[config.mk]
export PLATFORM = sky130hd
export DESIGN_NAME = rect_fill_engine
export DESIGN_NICKNAME = d
export VERILOG_FILES = /design/src/rtl/rfill_pkg.sv /design/src/rtl/rfill_regs.sv /design/src/rtl/rfill_seq.sv /design/src/rtl/rfill_burst.sv /design/src/rtl/rect_fill_engine.sv
export SDC_FILE = /design/constraint.sdc
export NUM_CORES = 1
export LEC_CHECK = 0
export CAP_MARGIN = 20
export CELL_PAD_IN_SITES_DETAIL_PLACEMENT = 1
export CELL_PAD_IN_SITES_GLOBAL_PLACEMENT = 2
export CORE_MARGIN = 5
export CORE_UTILIZATION = 40
export CTS_BUF_LIST = sky130_fd_sc_hd__clkbuf_16
export DETAILED_ROUTE_END_ITERATION = 10
export DONT_BUFFER_PORTS = 1
export GPL_TIMING_DRIVEN = 0
export PLACE_DENSITY = 0.79
export SLEW_MARGIN = 0
export SYNTH_ARGS = -nofsm -noshare
export SYNTH_HDL_FRONTEND = slang
export SYNTH_SLANG_ARGS = --single-unit
[constraint.sdc]
create_clock -name clk -period 12.7 [get_ports clk]
set_input_delay 2.54 -clock clk [delete_from_list [all_inputs] [get_ports clk]]
set_output_delay 2.54 -clock clk [all_outputs]
set_load 0.005 [all_outputs]
[src/rtl/rfill_pkg.sv]
package rfill_pkg;
  typedef enum logic [2:0] {
    SEL_TOP   = 3'd0,
    SEL_BOT   = 3'd1,
    SEL_LEFT  = 3'd2,
    SEL_RIGHT = 3'd3,
    SEL_WORD  = 3'd4
  } reg_sel_e;

  typedef enum logic [1:0] {
    FS_IDLE   = 2'd0,
    FS_ARMED  = 2'd1,
    FS_ACTIVE = 2'd2
  } frame_state_e;

  typedef struct packed {
    logic [1:0] planes;
    logic [7:0] pix;
  } fill_word_t;
endpackage

[src/rtl/rfill_regs.sv]
module rfill_regs
  import rfill_pkg::*;
#(
  parameter int X_W  = 10,
  parameter int Y_W  = 9,
  parameter int WD_W = 10
) (
  input  logic             clk,
  input  logic             rst_sn,
  input  logic             cpu_wr,
  input  logic [2:0]       cpu_sel,
  input  logic [WD_W-1:0]  cpu_wdata,
  input  logic             arm_ok,
  input  logic             take,
  output logic             arm,
  output logic [Y_W-1:0]   top_q,
  output logic [Y_W-1:0]   bot_q,
  output logic [X_W-1:0]   left_q,
  output logic [X_W-1:0]   right_q,
  output fill_word_t       word_q
);
  logic [Y_W-1:0] sh_top, sh_bot;
  logic [X_W-1:0] sh_left, sh_right;
  logic           wr_top, wr_bot, wr_left, wr_right;

  always_comb begin
    wr_top   = cpu_wr && (cpu_sel == SEL_TOP);
    wr_bot   = cpu_wr && (cpu_sel == SEL_BOT);
    wr_left  = cpu_wr && (cpu_sel == SEL_LEFT);
    wr_right = cpu_wr && (cpu_sel == SEL_RIGHT);
    arm      = cpu_wr && (cpu_sel == SEL_WORD) && arm_ok;
  end

  // software-visible edge registers
  always_ff @(posedge clk or negedge rst_sn) begin
    if (!rst_sn) begin
      sh_top   <= '0;
      sh_bot   <= '0;
      sh_left  <= '0;
      sh_right <= '0;
    end else begin
      if (wr_top)   sh_top   <= cpu_wdata[Y_W-1:0];
      if (wr_bot)   sh_bot   <= cpu_wdata[Y_W-1:0];
      if (wr_left)  sh_left  <= cpu_wdata[X_W-1:0];
      if (wr_right) sh_right <= cpu_wdata[X_W-1:0];
    end
  end

  // working copies, captured at the frame start that begins a fill
  always_ff @(posedge clk or negedge rst_sn) begin
    if (!rst_sn) begin
      top_q   <= '0;
      bot_q   <= '0;
      left_q  <= '0;
      right_q <= '0;
      word_q  <= '0;
    end else begin
      if (take) begin
        top_q   <= sh_top;
        bot_q   <= sh_bot;
        left_q  <= sh_left;
        right_q <= sh_right;
      end
      if (arm) word_q <= cpu_wdata[9:0];
    end
  end

  AST_EDGES_FROZEN: assert property (@(posedge clk) disable iff (!rst_sn)
    (cpu_wr && !take) |=> $stable({top_q, bot_q, left_q, right_q}))
    else $error("edge copy changed without frame start");
endmodule

[src/rtl/rfill_seq.sv]
module rfill_seq
  import rfill_pkg::*;
#(
  parameter int X_W = 10,
  parameter int Y_W = 9
) (
  input  logic           clk,
  input  logic           rst_sn,
  input  logic           arm,
  input  logic           sof,
  input  logic           line_done,
  input  logic [Y_W-1:0] line,
  input  logic [Y_W-1:0] top_q,
  input  logic [Y_W-1:0] bot_q,
  input  logic [X_W-1:0] left_q,
  input  logic [X_W-1:0] right_q,
  input  logic [1:0]     planes,
  input  logic           bursting,
  output logic           take,
  output logic           start,
  output logic           in_frame
);
  frame_state_e st_q, st_n;
  logic         row_hit, span_ok;

  always_comb begin
    st_n = st_q;
    case (st_q)
      FS_IDLE:   if (arm) st_n = FS_ARMED;
      FS_ARMED:  if (sof) st_n = FS_ACTIVE;
      FS_ACTIVE: if (sof) st_n = FS_IDLE;
      default:   st_n = FS_IDLE;
    endcase
  end

  always_ff @(posedge clk or negedge rst_sn) begin
    if (!rst_sn) st_q <= FS_IDLE;
    else         st_q <= st_n;
  end

  always_comb begin
    row_hit  = (line >= top_q) && (line <= bot_q);
    span_ok  = (left_q <= right_q) && (planes != 2'b00);
    take     = sof && (st_q == FS_ARMED);
    start    = line_done && (st_q == FS_ACTIVE) && !bursting && row_hit && span_ok;
    in_frame = (st_q != FS_IDLE);
  end

  AST_ARM_WAITS_SOF: assert property (@(posedge clk) disable iff (!rst_sn)
    (st_q == FS_ARMED && !sof) |=> (st_q == FS_ARMED))
    else $error("armed fill left early");
  AST_ONE_FRAME: assert property (@(posedge clk) disable iff (!rst_sn)
    (st_q == FS_ACTIVE && !sof) |=> (st_q == FS_ACTIVE))
    else $error("active fill ended before frame end");
endmodule

[src/rtl/rfill_burst.sv]
module rfill_burst #(
  parameter int X_W    = 10,
  parameter int ADDR_W = 19
) (
  input  logic              clk,
  input  logic              rst_sn,
  input  logic              start,
  input  logic [ADDR_W-1:0] base,
  input  logic [X_W-1:0]    left_q,
  input  logic [X_W-1:0]    right_q,
  input  logic [7:0]        pix,
  input  logic [1:0]        planes,
  input  logic              mem_gnt,
  output logic              mem_req,
  output logic [ADDR_W-1:0] mem_addr,
  output logic [7:0]        mem_data,
  output logic [1:0]        mem_plane_we
);
  localparam int PAD = ADDR_W - X_W;

  logic              run_q, run_n;
  logic [ADDR_W-1:0] addr_q, addr_n, last_q, last_n;
  logic [7:0]        pix_q, pix_n;
  logic [1:0]        pl_q, pl_n;

  always_comb begin
    run_n  = run_q;
    addr_n = addr_q;
    last_n = last_q;
    pix_n  = pix_q;
    pl_n   = pl_q;
    if (start) begin
      run_n  = 1'b1;
      addr_n = base + {{PAD{1'b0}}, left_q};
      last_n = base + {{PAD{1'b0}}, right_q};
      pix_n  = pix;
      pl_n   = planes;
    end else if (run_q && mem_gnt) begin
      if (addr_q == last_q) run_n  = 1'b0;
      else                  addr_n = addr_q + 1'b1;
    end
  end

  always_ff @(posedge clk or negedge rst_sn) begin
    if (!rst_sn) begin
      run_q  <= 1'b0;
      addr_q <= '0;
      last_q <= '0;
      pix_q  <= '0;
      pl_q   <= '0;
    end else begin
      run_q  <= run_n;
      addr_q <= addr_n;
      last_q <= last_n;
      pix_q  <= pix_n;
      pl_q   <= pl_n;
    end
  end

  always_comb begin
    mem_req      = run_q;
    mem_addr     = addr_q;
    mem_data     = pix_q;
    mem_plane_we = run_q ? pl_q : 2'b00;
  end

  AST_REQ_HOLD: assert property (@(posedge clk) disable iff (!rst_sn)
    (mem_req && !mem_gnt) |=> (mem_req && $stable(mem_addr) && $stable(mem_data)
                               && $stable(mem_plane_we)))
    else $error("request dropped or changed without grant");
  AST_ADDR_STEP: assert property (@(posedge clk) disable iff (!rst_sn)
    (mem_req && mem_gnt && mem_req) |=> (!mem_req || mem_addr == $past(mem_addr) + 1'b1))
    else $error("burst address did not step by one");
  AST_PLANES_SET: assert property (@(posedge clk) disable iff (!rst_sn)
    mem_req |-> (mem_plane_we != 2'b00))
    else $error("write issued with no plane enabled");
endmodule

[src/rtl/rect_fill_engine.sv]
module rect_fill_engine
  import rfill_pkg::*;
#(
  parameter int H_PIX   = 640,
  parameter int V_LINES = 480,
  parameter int ADDR_W  = 19
) (
  input  logic              clk,
  input  logic              rst_n,
  input  logic              cpu_wr,
  input  logic [2:0]        cpu_sel,
  input  logic [9:0]        cpu_wdata,
  output logic              busy,
  input  logic              vt_sof,
  input  logic              vt_line_done,
  input  logic [$clog2(V_LINES)-1:0] vt_line,
  input  logic [ADDR_W-1:0] vt_line_base,
  output logic              mem_req,
  input  logic              mem_gnt,
  output logic [ADDR_W-1:0] mem_addr,
  output logic [7:0]        mem_data,
  output logic [1:0]        mem_plane_we
);
  localparam int X_W = $clog2(H_PIX);
  localparam int Y_W = $clog2(V_LINES);

  logic           rst_s1, rst_sn;
  logic           arm, take, start, in_frame, arm_ok;
  logic [Y_W-1:0] top_q, bot_q;
  logic [X_W-1:0] left_q, right_q;
  fill_word_t     word_q;

  // asynchronous assert, synchronous release
  always_ff @(posedge clk or negedge rst_n) begin
    if (!rst_n) begin
      rst_s1 <= 1'b0;
      rst_sn <= 1'b0;
    end else begin
      rst_s1 <= 1'b1;
      rst_sn <= rst_s1;
    end
  end

  always_comb begin
    busy   = in_frame || mem_req;
    arm_ok = !busy;
  end

  rfill_regs #(.X_W(X_W), .Y_W(Y_W), .WD_W(10)) u_regs (
    .clk, .rst_sn, .cpu_wr, .cpu_sel, .cpu_wdata, .arm_ok, .take, .arm,
    .top_q, .bot_q, .left_q, .right_q, .word_q
  );

  rfill_seq #(.X_W(X_W), .Y_W(Y_W)) u_seq (
    .clk, .rst_sn, .arm, .sof(vt_sof), .line_done(vt_line_done), .line(vt_line),
    .top_q, .bot_q, .left_q, .right_q, .planes(word_q.planes),
    .bursting(mem_req), .take, .start, .in_frame
  );

  rfill_burst #(.X_W(X_W), .ADDR_W(ADDR_W)) u_burst (
    .clk, .rst_sn, .start, .base(vt_line_base), .left_q, .right_q,
    .pix(word_q.pix), .planes(word_q.planes), .mem_gnt,
    .mem_req, .mem_addr, .mem_data, .mem_plane_we
  );

  AST_REQ_NEEDS_BUSY: assert property (@(posedge clk) disable iff (!rst_sn)
    mem_req |-> busy)
    else $error("write request outside a fill");
endmodule

# Word-level counts from Yosys, hierarchy flattened

Index checks and enable logic that the tools add are counted.

Muxes and demuxes: 11
Equality and inequality tests: 11
Reduce and logical (&&, ||, !) cells: 26
Magnitude comparators: 3
$add $sub $neg: 3

Operators by type and width:

| cell                    | number |
|---|---|
| $mux W19                | 3 |
| $add A19 B10 Y19        | 2 |
| $add A19 B1 Y19 const B | 1 |
| $eq A19 B19 Y1          | 1 |
| $logic_and A1 B1 Y1     | 14 |
| $le A10 B10 Y1          | 1 |
| $ge A9 B9 Y1            | 1 |
| $le A9 B9 Y1            | 1 |
| $mux W2                 | 4 |
| $ne A2 B2 Y1 const B    | 4 |
| $reduce_bool A2 Y1      | 4 |
| $eq A3 B2 Y1 const B    | 2 |
| $pmux W2 S3             | 1 |
| $reduce_and A2 Y1       | 2 |
| $eq A3 B1 Y1 const B    | 1 |
| $eq A3 B3 Y1 const B    | 1 |
| $logic_not A3 Y1        | 1 |
| $mux W1                 | 3 |
| $reduce_and A3 Y1       | 1 |
| $eq A2 B1 Y1 const B    | 1 |
| $eq A2 B2 Y1 const B    | 1 |
| $logic_not A1 Y1        | 2 |
| $logic_not A2 Y1        | 1 |
| $logic_or A1 B1 Y1      | 1 |

Register bits after elaboration: 139
Bits of input ports: 47
Output and inout bits: 31

# Depth between registers and ports, before layout

Depth in word-level cells: 7
Gate-level depth with buffers: 10

# Cells and area by module

From an unflattened synthesis, not the netlist that was laid out.

Cells, all modules: 706
Area, all modules: 7895.1 um2

Modules (own cells, without submodules):

| module           | instances | area an instance (um2) | cells each |
|---|---|---|---|
| rfill_burst      | 1         | 3788.6                 | 407 |
| rfill_regs       | 1         | 3228.1                 | 187 |
| rfill_seq        | 1         | 814.5                  | 107 |
| rect_fill_engine | 1         | 63.8                   | 5 |

# Worst setup path after synthesis

OpenSTA, ideal clock, no wires.

Path type: in2reg
Start: in vt_line_base[0]
End: reg u_burst.addr_q[10], in the netlist u_burst.mem_addr[10]
Required time: 12.568 ns
Buffers on the path: 0
Setup slack: 7.969 ns
Arrival: 4.600 ns
Library setup time: 0.132 ns
Cell stages on the path: 8
Cell sequence: ha_1 -> fa_1 -> a211oi_1 -> nor3_1 -> o41ai_1 -> a21oi_1 -> nor4b_1 -> a31oi_1

Word-level cells in the longest chain between the ends: 2

RTL lines:

| what                 | RTL line               | source |
|---|---|---|
| from (decl)          | rect_fill_engine.sv:17 | `input logic [ADDR_W-1:0] vt_line_base,` |
| $add A19 B10 Y19     | rfill_burst.sv:34      | `addr_n = base + {{PAD{1'b0}}, left_q};` |
| $mux W19             | rfill_burst.sv:32      | `if (start) begin` |
| to (signal assigned) | rfill_burst.sv:53      | `addr_q <= addr_n;` |
| to (decl)            | rfill_burst.sv:22      | `logic [ADDR_W-1:0] addr_q, addr_n, last_q, last_n;` |

Every way passes these cells.
A chain may end at the register's enable or synchronous reset.

# Final worst setup path

Ends and elaborated chain as after synthesis.

==> out/metrics.csv <==
metric,value,unit
hold_path_class,flip-flop to flip-flop,
multiInputGateArea,4120,µm²
peakVddDrop,0.123,mV
whs_path_depth,0,
grt_pass1_vias,6229,
synth-seq-cells,139,
synth_most_common_cell,dfrtp_1,
grt_start_max_net_pins,72,
fp-row-count,51,
power.switching,805,µW
gp_congestion,0.807,
grtUsageTotal,0.204,
r2r_slack,9.18,ns
drc_errors,0,
pwr-share-seq,0.374,
start_util,0.404,
vias_per_cell,5.60,
synth_area,7840,µm²
avgSynthCellArea,11.4,µm²
stdcell_area,8790,µm²
skew,0.0128,ns
grt_pass1_wl,35.1,mm
cts_htree_levels,4,
cp-end-kind,flip-flop,
synth.largest_area_cell,dfrtp_1,
cts_tree,built,
dr.max_layer_used,met4,
die_y,150,µm
synth_edf_count,0,
arrival,5.47,ns
slew_headroom,0.251,
intPower,1.24,mW
yosys-top-cells-area,"dfrtp_1 (44%), mux2_2 (16%), ha_1 (7.8%), xor2_1 (3.9%), xnor2_1 (2.9%)",
setup_viol,0,
post_dp_cell_area,8210,µm²
area_growth,12.1,%
synthTopCellsByCount,"dfrtp_1 (139), mux2_2 (109), ha_1 (49)",
cp-start-kind,input pin,
path_class,input pin to flip-flop,
nets,809,
cts-hold-fix-buffers,0,
routedWlPerCell,22.2,µm
critPathRequiredTime,12.99,ns
status,completed,
wl,21.9,mm
crit_path_max_fanout,5,
diodes,0,
min_period_over_period,0.408,
slew_viol_final,0,
rsz0062_at_grt,false,
clk_pin_slew_worst_paths,0.07,ns
syn_nets,788,
cts_buffer_depth,2,
p_leak,3.97,nW
vias,5537,
seqCellArea,3480,µm²
ys_seq_area_frac,0.444,
drive_gt1_frac,0.221,
period_minus_slack,5.18,ns
synth_cell_type_count,64,
swShare,0.394,
io_pins,78,
die_w,150,µm
r2r-start,u_regs.left_q[0]$_DFFE_PN0P_,
firstDrtPassIters,4,
cts_sinks,139,
grt_antenna_before_repair,0,
power_density,233,nW/µm²
r2r_cells,8,
synth_flop_cell,dfrtp_1,
grt_overflow,0,
cts_repair_resize_count,0,
p_comb_frac,0.385,
yosysWarnings,0,
fmax,0.193,GHz
portBuffers,0,
worst_pin_slew,1.12,ns
drt-met1-wl,8.87,mm
design.die.area,22500,µm²
maxCapViolations,0,
finalHoldViolCount,0,
cts_inserted_buffers,17,
cts_setup_buffers,0,
drt_iter0_drc,210,
fill_cells,2121,
drtAntennaViolNets,0,
timing.rr.end,u_burst.mem_addr[10]$_DFFE_PN0P_,
dpl.hpwl,17.0,mm
hold_start,rst_s1$_DFF_PN0_,
synth_cells,690,
cts-root-buf,clkbuf_16,
clk-insertion-delay-late,0.43,ns
clock_power_share,0.241,
hold_end,rst_sn$_DFF_PN0_,
yosys.area.top_type_share,0.444,
dr_wl_met2,11.7,mm
met3_length,1.05,mm
fin_setup_tns,0,ns
async_flop_share,1.00,
core_region_area,19400,µm²
==> sequential cells by signal (all words and copies together), names as in the netlist, 10 cells and up <==
name	cells
u_burst.last_q	19
u_burst.mem_addr	19
u_regs.left_q	10
u_regs.right_q	10
u_regs.sh_left	10
u_regs.sh_right	10
u_regs.word_q	10
==> metrics by stage <==
| step | util | instances | setup slack (ns) | power, mW | hold WS, ns |
|---|---|---|---|---|---|
| finish | 0.453 | 989 | 7.52 | 2.05 | 0.359 |
| global placement | 0.421 | 955 | 7.00 | 1.50 | 0.338 |
| CTS | 0.453 | 989 | 7.55 | 2.06 | 0.362 |
| detailed placement | 0.423 | 957 | 7.11 | 1.56 | 0.346 |
| floorplan | - | 690 | 7.97 | 1.31 | 0.331 |
| global route | 0.453 | 989 | 7.51 | 2.19 | 0.376 |
==> final cells by class <==
cell class | count | share of cell area
clock buffer | 17 | 0.0484
inverter | 36 | 0.0154
timing repair buffer | 2 | 0.00399
tap | 265 | 0.0377
buffer | 20 | 0.0117
sequential | 139 | 0.396
multi-input combinational | 495 | 0.469
clock inverter | 15 | 0.0175
==> cells by family (layout without fill, tap and decap cells) <==
family	Yosys count	after routing	synth area share
AO/OA/AOI/OAI	134	134	0.112
XOR/XNOR	61	61	0.0682
adder cells (fa/ha/maj)	51	51	0.0833
buffers and inverters	56	90	0.0303
flip-flops	139	139	0.444
multiplexers	117	117	0.167
other	1	1	0.000479
AND/OR/NAND/NOR	131	131	0.0945
==> layer usage <==
layer / global-route usage / up-vias
met1: 0.239 / 2841
met2: 0.371 / 103
met4: 0.0586 / 0
li1: - / 2574
met3: 0.0503 / 19
met5: 0 / -
==> power by group through the flow <==
| stage | Clock [mW] | Combinational, mW | Sequential (mW) |
|---|---|---|---|
| 6_report | 0.493 | 0.787 | 0.765 |
| 3_3_place_gp | 0 | 0.736 | 0.767 |
| 5_1_grt | 0.523 | 0.877 | 0.791 |
| 2_1_floorplan | 0 | 0.593 | 0.717 |
| 3_5_place_dp | 0 | 0.787 | 0.774 |
| 4_1_cts | 0.501 | 0.796 | 0.768 |
==> cell usage in the layout, fill, tap and decap left out, drive strengths merged, types with 21 or more instances in the layout <==
cell,netlist,final
a21oi,28,28
clkbuf,14,31
dfrtp,139,139
ha,49,49
inv,36,46
mux2,109,109
nand2,22,22
nand3,21,21
o21ai,42,42
xnor2,26,26
xor2,35,35
==> worst max path at each step <==
| stage | start | to | slack (ns) | cells after the start |
|---|---|---|---|---|
| floorplan | vt_line_base[0] | u_burst.mem_addr[10]$_DFFE_PN0P_ | 7.97 | 8 |
| finish | vt_line_base[0] | u_burst.mem_addr[10]$_DFFE_PN0P_ | 7.52 | 8 |
| CTS | vt_line_base[0] | u_burst.mem_addr[10]$_DFFE_PN0P_ | 7.55 | 8 |
| detailed placement | vt_line_base[0] | u_burst.mem_addr[10]$_DFFE_PN0P_ | 7.11 | 8 |
| global placement | rst_sn$_DFF_PN0_ | u_burst.mem_addr[0]$_DFFE_PN0P_ | 7.00 | 0 |
| global route | vt_line_base[0] | u_burst.mem_addr[10]$_DFFE_PN0P_ | 7.51 | 8 |
==> worst max-delay path: stages <==
cell,delay (ns)
ha_1,0.22
fa_1,0.43
a211oi_1,0.34
nor3_1,0.15
o41ai_1,0.95
a21oi_1,0.16
nor4b_1,0.59
a31oi_1,0.08
Note: power is estimated with default switching activity, not from simulation.
